==> src/rtl/ipt_pkg.sv <==
package ipt_pkg;
  localparam int NUM_CPU  = 4;
  localparam int DATA_W   = 64;
  localparam int CNT_W    = 3;
  localparam int ID_W     = $clog2(NUM_CPU);
  localparam int TMR_LSB  = 4;
  localparam int ISTS_LSB = TMR_LSB + NUM_CPU;
  localparam int IREQ_LSB = ISTS_LSB + NUM_CPU;
endpackage

==> src/rtl/ipt_pend_ctr.sv <==
module ipt_pend_ctr #(
  parameter int CNT_W = ipt_pkg::CNT_W
) (
  input  logic clk,
  input  logic rst_n,
  input  logic inc,
  input  logic dec,
  output logic active
);
  localparam logic [CNT_W-1:0] CNT_MAX = '1;

  logic [CNT_W-1:0] cnt_q, cnt_after_inc, cnt_d;
  logic             cnt_en;

  // request first, then acknowledge
  always_comb begin
    cnt_after_inc = cnt_q;
    if (inc && (cnt_q != CNT_MAX)) cnt_after_inc = cnt_q + 1'b1;
    cnt_d = cnt_after_inc;
    if (dec && (cnt_after_inc != '0)) cnt_d = cnt_after_inc - 1'b1;
    cnt_en = inc | dec;
  end

  always_ff @(posedge clk or negedge rst_n) begin
    if (!rst_n)      cnt_q <= '0;
    else if (cnt_en) cnt_q <= cnt_d;
  end

  assign active = (cnt_q != '0);

  a_r10_saturate: assert property (@(posedge clk) disable iff (!rst_n)
    (cnt_q == CNT_MAX && inc && !dec) |=> (cnt_q == CNT_MAX));
  a_r6_no_underflow: assert property (@(posedge clk) disable iff (!rst_n)
    (cnt_q == '0 && dec && !inc) |=> (cnt_q == '0));
  a_r5_rise: assert property (@(posedge clk) disable iff (!rst_n)
    (inc && !dec) |=> active);
  a_r6_hold: assert property (@(posedge clk) disable iff (!rst_n)
    (active && !dec) |=> active);
endmodule

==> src/rtl/ipt_field_ctl.sv <==
module ipt_field_ctl #(
  parameter int NUM_CPU = ipt_pkg::NUM_CPU,
  parameter int DATA_W  = ipt_pkg::DATA_W
) (
  input  logic               clk,
  input  logic               rst_n,
  input  logic               wr_en,
  input  logic [DATA_W-1:0]  wdata,
  input  logic               tick,
  output logic [NUM_CPU-1:0] tmr_stat,
  output logic [NUM_CPU-1:0] ipi_stat,
  output logic [NUM_CPU-1:0] ipi_req,
  output logic [NUM_CPU-1:0] ipi_ack,
  output logic               wr_err
);
  localparam int TMR_LSB  = 4;
  localparam int ISTS_LSB = TMR_LSB + NUM_CPU;
  localparam int IREQ_LSB = ISTS_LSB + NUM_CPU;

  logic [NUM_CPU-1:0] tmr_clr, tmr_d, ists_d;
  logic               tmr_en, ists_en, err_d;

  always_comb begin
    tmr_clr = wr_en ? wdata[TMR_LSB +: NUM_CPU]  : '0;
    ipi_req = wr_en ? wdata[IREQ_LSB +: NUM_CPU] : '0;
    ipi_ack = wr_en ? wdata[ISTS_LSB +: NUM_CPU] : '0;
    // timer clear, then tick raises every line not yet up
    tmr_d   = tick ? '1 : (tmr_stat & ~tmr_clr);
    tmr_en  = tick | (|tmr_clr);
    // request sets, clear applied after it
    ists_d  = (ipi_stat | ipi_req) & ~ipi_ack;
    ists_en = |(ipi_req | ipi_ack);
    err_d   = wr_en && (tmr_clr == '0) && (ipi_req == '0) && (ipi_ack == '0);
  end

  always_ff @(posedge clk or negedge rst_n) begin
    if (!rst_n) begin
      tmr_stat <= '0;
      ipi_stat <= '0;
      wr_err   <= 1'b0;
    end else begin
      if (tmr_en)  tmr_stat <= tmr_d;
      if (ists_en) ipi_stat <= ists_d;
      wr_err <= err_d;
    end
  end

  a_r3_tick_sets: assert property (@(posedge clk) disable iff (!rst_n)
    tick |=> (tmr_stat == '1));
  a_r2_timer_clear: assert property (@(posedge clk) disable iff (!rst_n)
    (wr_en && !tick) |=> ((tmr_stat & $past(wdata[TMR_LSB +: NUM_CPU])) == '0));
  a_r7_ack_last: assert property (@(posedge clk) disable iff (!rst_n)
    wr_en |=> ((ipi_stat & $past(wdata[ISTS_LSB +: NUM_CPU])) == '0));
  a_r4_req_sets: assert property (@(posedge clk) disable iff (!rst_n)
    wr_en |=> ((ipi_stat & $past(wdata[IREQ_LSB +: NUM_CPU] & ~wdata[ISTS_LSB +: NUM_CPU]))
               == $past(wdata[IREQ_LSB +: NUM_CPU] & ~wdata[ISTS_LSB +: NUM_CPU])));
  a_r8_err_quiet: assert property (@(posedge clk) disable iff (!rst_n)
    !wr_en |=> !wr_err);
  a_r8_err_nochange: assert property (@(posedge clk) disable iff (!rst_n)
    (wr_en && !tick && wdata[IREQ_LSB+NUM_CPU-1:TMR_LSB] == '0) |=>
      (wr_err && $stable(ipi_stat) && $stable(tmr_stat)));
endmodule

==> src/rtl/ipt_misc_csr.sv <==
module ipt_misc_csr #(
  parameter int NUM_CPU = ipt_pkg::NUM_CPU,
  parameter int DATA_W  = ipt_pkg::DATA_W,
  parameter int CNT_W   = ipt_pkg::CNT_W,
  parameter int ID_W    = ipt_pkg::ID_W
) (
  input  logic               clk,
  input  logic               rst_n,
  input  logic               csr_wr,
  input  logic               csr_rd,
  input  logic [ID_W-1:0]    csr_cpu_id,
  input  logic [DATA_W-1:0]  csr_wdata,
  output logic [DATA_W-1:0]  csr_rdata,
  input  logic               tick,
  output logic [NUM_CPU-1:0] tmr_irq,
  output logic [NUM_CPU-1:0] ipi_irq,
  output logic               wr_err
);
  localparam int TMR_LSB  = 4;
  localparam int ISTS_LSB = TMR_LSB + NUM_CPU;

  logic [1:0]         rst_sync_q;
  logic               rst_int_n;
  logic [NUM_CPU-1:0] tmr_stat, ipi_stat, ipi_req, ipi_ack;

  // asynchronous assert, synchronous release
  always_ff @(posedge clk or negedge rst_n) begin
    if (!rst_n) rst_sync_q <= '0;
    else        rst_sync_q <= {rst_sync_q[0], 1'b1};
  end
  assign rst_int_n = rst_sync_q[1];

  ipt_field_ctl #(.NUM_CPU(NUM_CPU), .DATA_W(DATA_W)) u_fields (
    .clk      (clk),
    .rst_n    (rst_int_n),
    .wr_en    (csr_wr),
    .wdata    (csr_wdata),
    .tick     (tick),
    .tmr_stat (tmr_stat),
    .ipi_stat (ipi_stat),
    .ipi_req  (ipi_req),
    .ipi_ack  (ipi_ack),
    .wr_err   (wr_err)
  );

  for (genvar g = 0; g < NUM_CPU; g++) begin : g_pend
    ipt_pend_ctr #(.CNT_W(CNT_W)) u_ctr (
      .clk    (clk),
      .rst_n  (rst_int_n),
      .inc    (ipi_req[g]),
      .dec    (ipi_ack[g]),
      .active (ipi_irq[g])
    );
  end

  assign tmr_irq = tmr_stat;

  always_comb begin
    csr_rdata = '0;
    if (csr_rd) begin
      csr_rdata[ID_W-1:0]              = csr_cpu_id;
      csr_rdata[TMR_LSB +: NUM_CPU]    = tmr_stat;
      csr_rdata[ISTS_LSB +: NUM_CPU]   = ipi_stat;
    end
  end

  a_r1_idle_zero: assert property (@(posedge clk) disable iff (!rst_int_n)
    !csr_rd |-> (csr_rdata == '0));
  a_r9_reset_quiet: assert property (@(posedge clk)
    !rst_int_n |=> (tmr_irq == '0 && ipi_irq == '0));
endmodule

==> config.mk <==
export PLATFORM = sky130hd
export DESIGN_NAME = ipt_misc_csr
export DESIGN_NICKNAME = d
export VERILOG_FILES = /design/src/rtl/ipt_pkg.sv /design/src/rtl/ipt_pend_ctr.sv /design/src/rtl/ipt_field_ctl.sv /design/src/rtl/ipt_misc_csr.sv
export SDC_FILE = /design/constraint.sdc
export NUM_CORES = 1
export LEC_CHECK = 0
export ABC_AREA = 1
export CELL_PAD_IN_SITES_DETAIL_PLACEMENT = 1
export CELL_PAD_IN_SITES_GLOBAL_PLACEMENT = 1
export CORE_ASPECT_RATIO = 0.6
export CORE_MARGIN = 1
export CORE_UTILIZATION = 25
export CTS_BUF_LIST = sky130_fd_sc_hd__clkbuf_16
export DETAILED_ROUTE_END_ITERATION = 10
export PLACE_DENSITY = 0.91
export SLEW_MARGIN = 20
export SYNTH_ARGS = -nofsm -noshare
export SYNTH_HDL_FRONTEND = slang
export SYNTH_SLANG_ARGS = --single-unit
==> constraint.sdc <==
create_clock -name clk -period 3.2 [get_ports clk]
set_clock_uncertainty 0.1 [all_clocks]
set_input_delay 0.64 -clock clk [delete_from_list [all_inputs] [get_ports clk]]
set_output_delay 0.64 -clock clk [all_outputs]
set_load 0.01 [all_outputs]
---- Yosys cells after proc, flatten, opt, wreduce, memory -nomap -nowiden ----
Index checks and enable logic that the tools add are counted.
operators by class
  add/sub/neg operators ................... 8
  equality and inequality tests ........... 4
  muxes and demuxes ....................... 14
  bitwise operators ....................... 11
  reduce and logical (&&, ||, !) cells .... 24
operators with widths
  operator               count
  $mux W3                8
  $reduce_bool A3 Y1     8
  $mux W4                4
  $add A3 B1 Y3 const B  4
  $logic_not A4 Y1       3
  $ne A3 B3 Y1 const B   4
  $sub A3 B1 Y3 const B  4
  $logic_and A1 B1 Y1    11
  $and A4 B4 Y4          2
  $mux W8                1
  $not A4 Y4             2
  $or A4 B4 Y4           2
  $reduce_or A4 Y1       2
  $or A1 B1 Y1           5
  $mux W2                1
storage, ports and cells
  register bits ........................... 23
  bits of input ports ..................... 71
  output and inout bits ................... 73

---- Depth between registers and ports, before layout ----
  depth in word-level cells ............... 6
  gate-level depth with buffers ........... 11

---- By module ----
Synthesis repeated with hierarchy kept, for this count alone.
unflattened totals
  cells, all modules ...................... 293
  area, all modules ....................... 2077.0 µm²
modules (own cells, without submodules)
  module         instances  cells an instance  area each (µm²)  sequential area each (µm²)
  ipt_pend_ctr   4          39                 274.0            75.1
  ipt_misc_csr   1          79                 549.3            50.0
  ipt_field_ctl  1          58                 431.7            225.2

---- Worst setup path before layout ----
Ideal clock, no wire load.
  path type ............................... in2reg
  start ................................... input port csr_wr
  end ..................................... register g_pend[0].u_ctr.cnt_q[1]
  setup time .............................. 0.065 ns
  arrival time ............................ 2.038 ns
  path slack .............................. 0.997 ns
  stages .................................. 10
  buffers on the path ..................... 2
  cell sequence ........................... buf_6 > buf_8 > nand3_1 > nand2_1 > nand2_1 > ha_1 > ha_1 > nand3b_1 > or2_2 > nand2_1
between the ends
  cells in the longest elaborated chain, start to end .. 6
RTL lines
  element                                                                RTL line            text
  from (decl)                                                            ipt_misc_csr.sv:9   input logic csr_wr,
  parallel branches: the longest is 6 deep, another holds $sub A3 B1 Y3  n/a
  to (signal assigned)                                                   ipt_pend_ctr.sv:26  else if (cnt_en) cnt_q <= cnt_d;
  to (decl)                                                              ipt_pend_ctr.sv:12  logic [CNT_W-1:0] cnt_q, cnt_after_inc, cnt_d;
Several ways; the timed one is not identified.
A chain may end at the register's enable or synchronous reset.

---- Worst setup path after layout ----
  start ................................... input port csr_rd
  end ..................................... output port csr_rdata[6]
between the ends
  cells in the longest elaborated chain, start to end .. 1
RTL lines
  element      RTL line            text
  from (decl)  ipt_misc_csr.sv:10  input logic csr_rd,
  $mux W8      ipt_misc_csr.sv:60  if (csr_rd) begin
  to (decl)    ipt_misc_csr.sv:13  output logic [DATA_W-1:0] csr_rdata,
Every way passes these cells.

==> flow_metrics.py <==
metrics = {
    "critical_path": {
        "r2r_slack_ps": 630,
        "critical_path_class": "primary input to output port",
        "cp-start-kind": "primary input",
        "path_depth": 4,
        "worst-path-buf-inv": 3,
        "crit_family": "buffers and inverters",
        "worstPathArrival_ps": 2090,
        "cp_slowest_cell": "clkdlybuf4s50_1",
        "slowest_delay_ps": 750,
        "path_common_cell": "clkdlybuf4s50_1",
        "path_cells": "clkdlybuf4s50_1 > nand2_1 > inv_1 > clkdlybuf4s50_1",
        "r2r_cells": 11,
        "cp.required_ps": 2460,
        "critPathCaptureType": "output port",
        "crit_fanout": 10,
    },
    "timing": {
        "setup_ws_ps": 367,
        "tns_ps": 0,
        "setup_viol": 0,
        "rsz0062_at_grt": "no",
        "drv_slew": 0,
        "fmax_mhz": 353,
        "finalHoldViolCount": 0,
        "layout_min_cycle_time_ps": 2830,
        "period_share_pct": 88.5,
        "worst_slew_pin_slew_ps": 939,
        "slew_headroom_pct": 37.4,
        "worst_hold_slack_ps": 250,
    },
    "grt": {
        "grt.total_usage_pct": 12.2,
        "grt_max_degree": 26,
        "grt_pass1_vias": 1798,
        "antenna_found_initial": 0,
        "grt_first_pass_wirelength_um": 8440,
        "gr-total-overflow": 0,
    },
    "synth": {
        "seq_area_frac_synth_pct": 27.3,
        "synth-simple-area-share_pct": 28.8,
        "synth_cell_types": 17,
        "synthCells": 295,
        "synthFlopType": "dfrtp_1",
        "yosys_warnings": 0,
        "syn_area_per_cell_um2": 7.13,
        "async_flop_share_pct": 100,
        "synth_top_family_by_area": "buffers and inverters",
        "synthTopCellsByArea": "dfrtp_1, buf_4, nand2_1",
        "synth.most_common_cell": "nand2_1",
        "synth_fa_ha_area_share_pct": 11.9,
        "syn-cell-area_mm2": 0.00210,
        "synthMuxAreaShare_pct": 0,
        "ys_seq_elements": 23,
        "synth_edf_count": 0,
        "synth_xor_area_share_pct": 0,
        "yosys.area.top_type": "dfrtp_1",
        "synth_common_cells": "nand2_1, buf_4, inv_1",
        "synth_compound_area_share_pct": 0.951,
        "synth_top_area_share_pct": 27.3,
    },
    "place": {
        "portBuffers": 37,
        "gp_congestion": 0.859,
        "place_ws_ps": 181,
        "hpwl_um": 4100,
    },
    "detailed_routing": {
        "wl_um": 4920,
        "first_iter_violations": 56,
        "dr.pass1.iters": 4,
        "wire_per_inst_um": 11.3,
        "via_count": 1710,
        "vias_per_cell": 3.92,
        "drcViolationCount": 0,
        "drtAntennaViolNets": 0,
    },
    "cts": {
        "cts_inserted_buffers": 3,
        "cts_tree": "done",
        "cts.reportedPaths.clkPinSlew_ps": 70,
        "insertion_delay_ps": 260,
        "clock-sinks": 23,
        "cts-root-buf": "clkbuf_16",
        "post_cts_buffers": 0,
        "ctsHoldBuffers": 0,
        "post_cts_resized": 0,
        "htreeDepth": 1,
        "clockBufferDepth": 2,
    },
    "die": {
        "die_h_um": 73.1,
        "num_rows": 25,
        "coreArea_mm2": 0.00801,
        "die_w_um": 120,
        "ioPinCount": 144,
        "initial_utilization_pct": 26.3,
        "dieArea_mm2": 0.00880,
    },
    "hold_path": {
        "hold_path_depth": 0,
        "min_path_type": "flip-flop to flip-flop",
    },
    "power": {
        "fin_total_pwr_mw": 1.53,
        "leakage_nw": 1.43,
        "vdd_ir_drop_max_mv": 0.209,
        "p_per_area_mw_per_mm2": 627,
    },
    "outcome": {
        "status": "finished, final reports clean",
    },
    "final_layout": {
        "drive_gt1_share_pct": 5.18,
        "finalNetCount": 420,
        "area_delta_synth_final_pct": 15.6,
        "antenna_cells": 0,
    },
    "flow_run": {
        "maxCapViolCount": 0,
    },
}
-- cell type report --
class	instances	area, um^2
fillers	1047	5580
multi-input cells	218	1080
repair buffers	38	390
inverters	45	169
flip-flops and latches	23	576
clock buffers	3	75.1
well taps	108	135
clock inverters	1	5.00
-- per-stage QoR --
step	area [um^2]	std cells	util, %
CTS	2430	436	30.4
global route	2430	436	30.4
detailed placement	2350	432	29.4
floorplan	2300	348	-
global placement	2350	432	29.4
finish	2430	436	30.4
-- registers in the layout, summed over array words and instances (netlist names) --
signal / flops
g_pend.u_ctr.cnt_q: 12
u_fields.tmr_stat: 4
u_fields.ipi_stat: 4
u_fields.wr_err: 1
rst_sync_q: 2
-- per-layer routing --
metal  vias to the layer above  GRT usage, %  wire length [um]
li1                        848             -                 -
met4                         0          1.65                 0
met3                         0          2.42               283
met1                       814          14.4              2200
met2                        48          23.5              2440
met5                         -             0                 0
-- logic make-up after synthesis --
group / count (synthesis)
flops: 23
simple gates: 139
fa+ha+maj: 20
buf+inv: 107
other cells: 2
compound gates: 4
-- power breakdown --
| group | internal (mW) | switching [mW] |
|---|---|---|
| Sequential | 0.380 | 0.0738 |
| Combinational | 0.332 | 0.454 |
| Clock | 0.169 | 0.116 |
| Total | 0.881 | 0.644 |
-- layout by cell type, fill, tap and decap left out, types with 4 or more instances in the layout --
master           count
conb_1              55
ha_1                20
nand3_1             21
nor2_1               8
nand3b_1             4
or2_2                8
o21ai_0              4
dfrtp_1             23
nand2_1             89
inv_1               45
clkdlybuf4s50_1     37
nand4_1              5
-- worst reg2reg max path, cell delays in order (launching register included) --
cell and delay [ps]:
dfrtp_1 420, ha_1 220, ha_1 200, inv_1 80
nand3_1 160, nand2_1 130, nand2_1 70, ha_1 190
ha_1 220, nand3b_1 300, or2_2 350, nand2_1 70
-- path summary, 6_finish.rpt --
check	from	end
max	csr_rd	csr_rdata[6]
min	rst_sync_q[0]$_DFF_PN0_	rst_sync_q[1]$_DFF_PN0_
max reg2reg	g_pend[3].u_ctr.cnt_q[0]$_DFFE_PN0P_	g_pend[3].u_ctr.cnt_q[1]$_DFFE_PN0P_
min reg2reg	rst_sync_q[0]$_DFF_PN0_	rst_sync_q[1]$_DFF_PN0_
max in group asynchronous	rst_sync_q[1]$_DFF_PN0_	g_pend[0].u_ctr.cnt_q[0]$_DFFE_PN0P_
min in group asynchronous	rst_sync_q[1]$_DFF_PN0_	g_pend[2].u_ctr.cnt_q[0]$_DFFE_PN0P_
No activity file was read; power rests on OpenSTA's default activity.
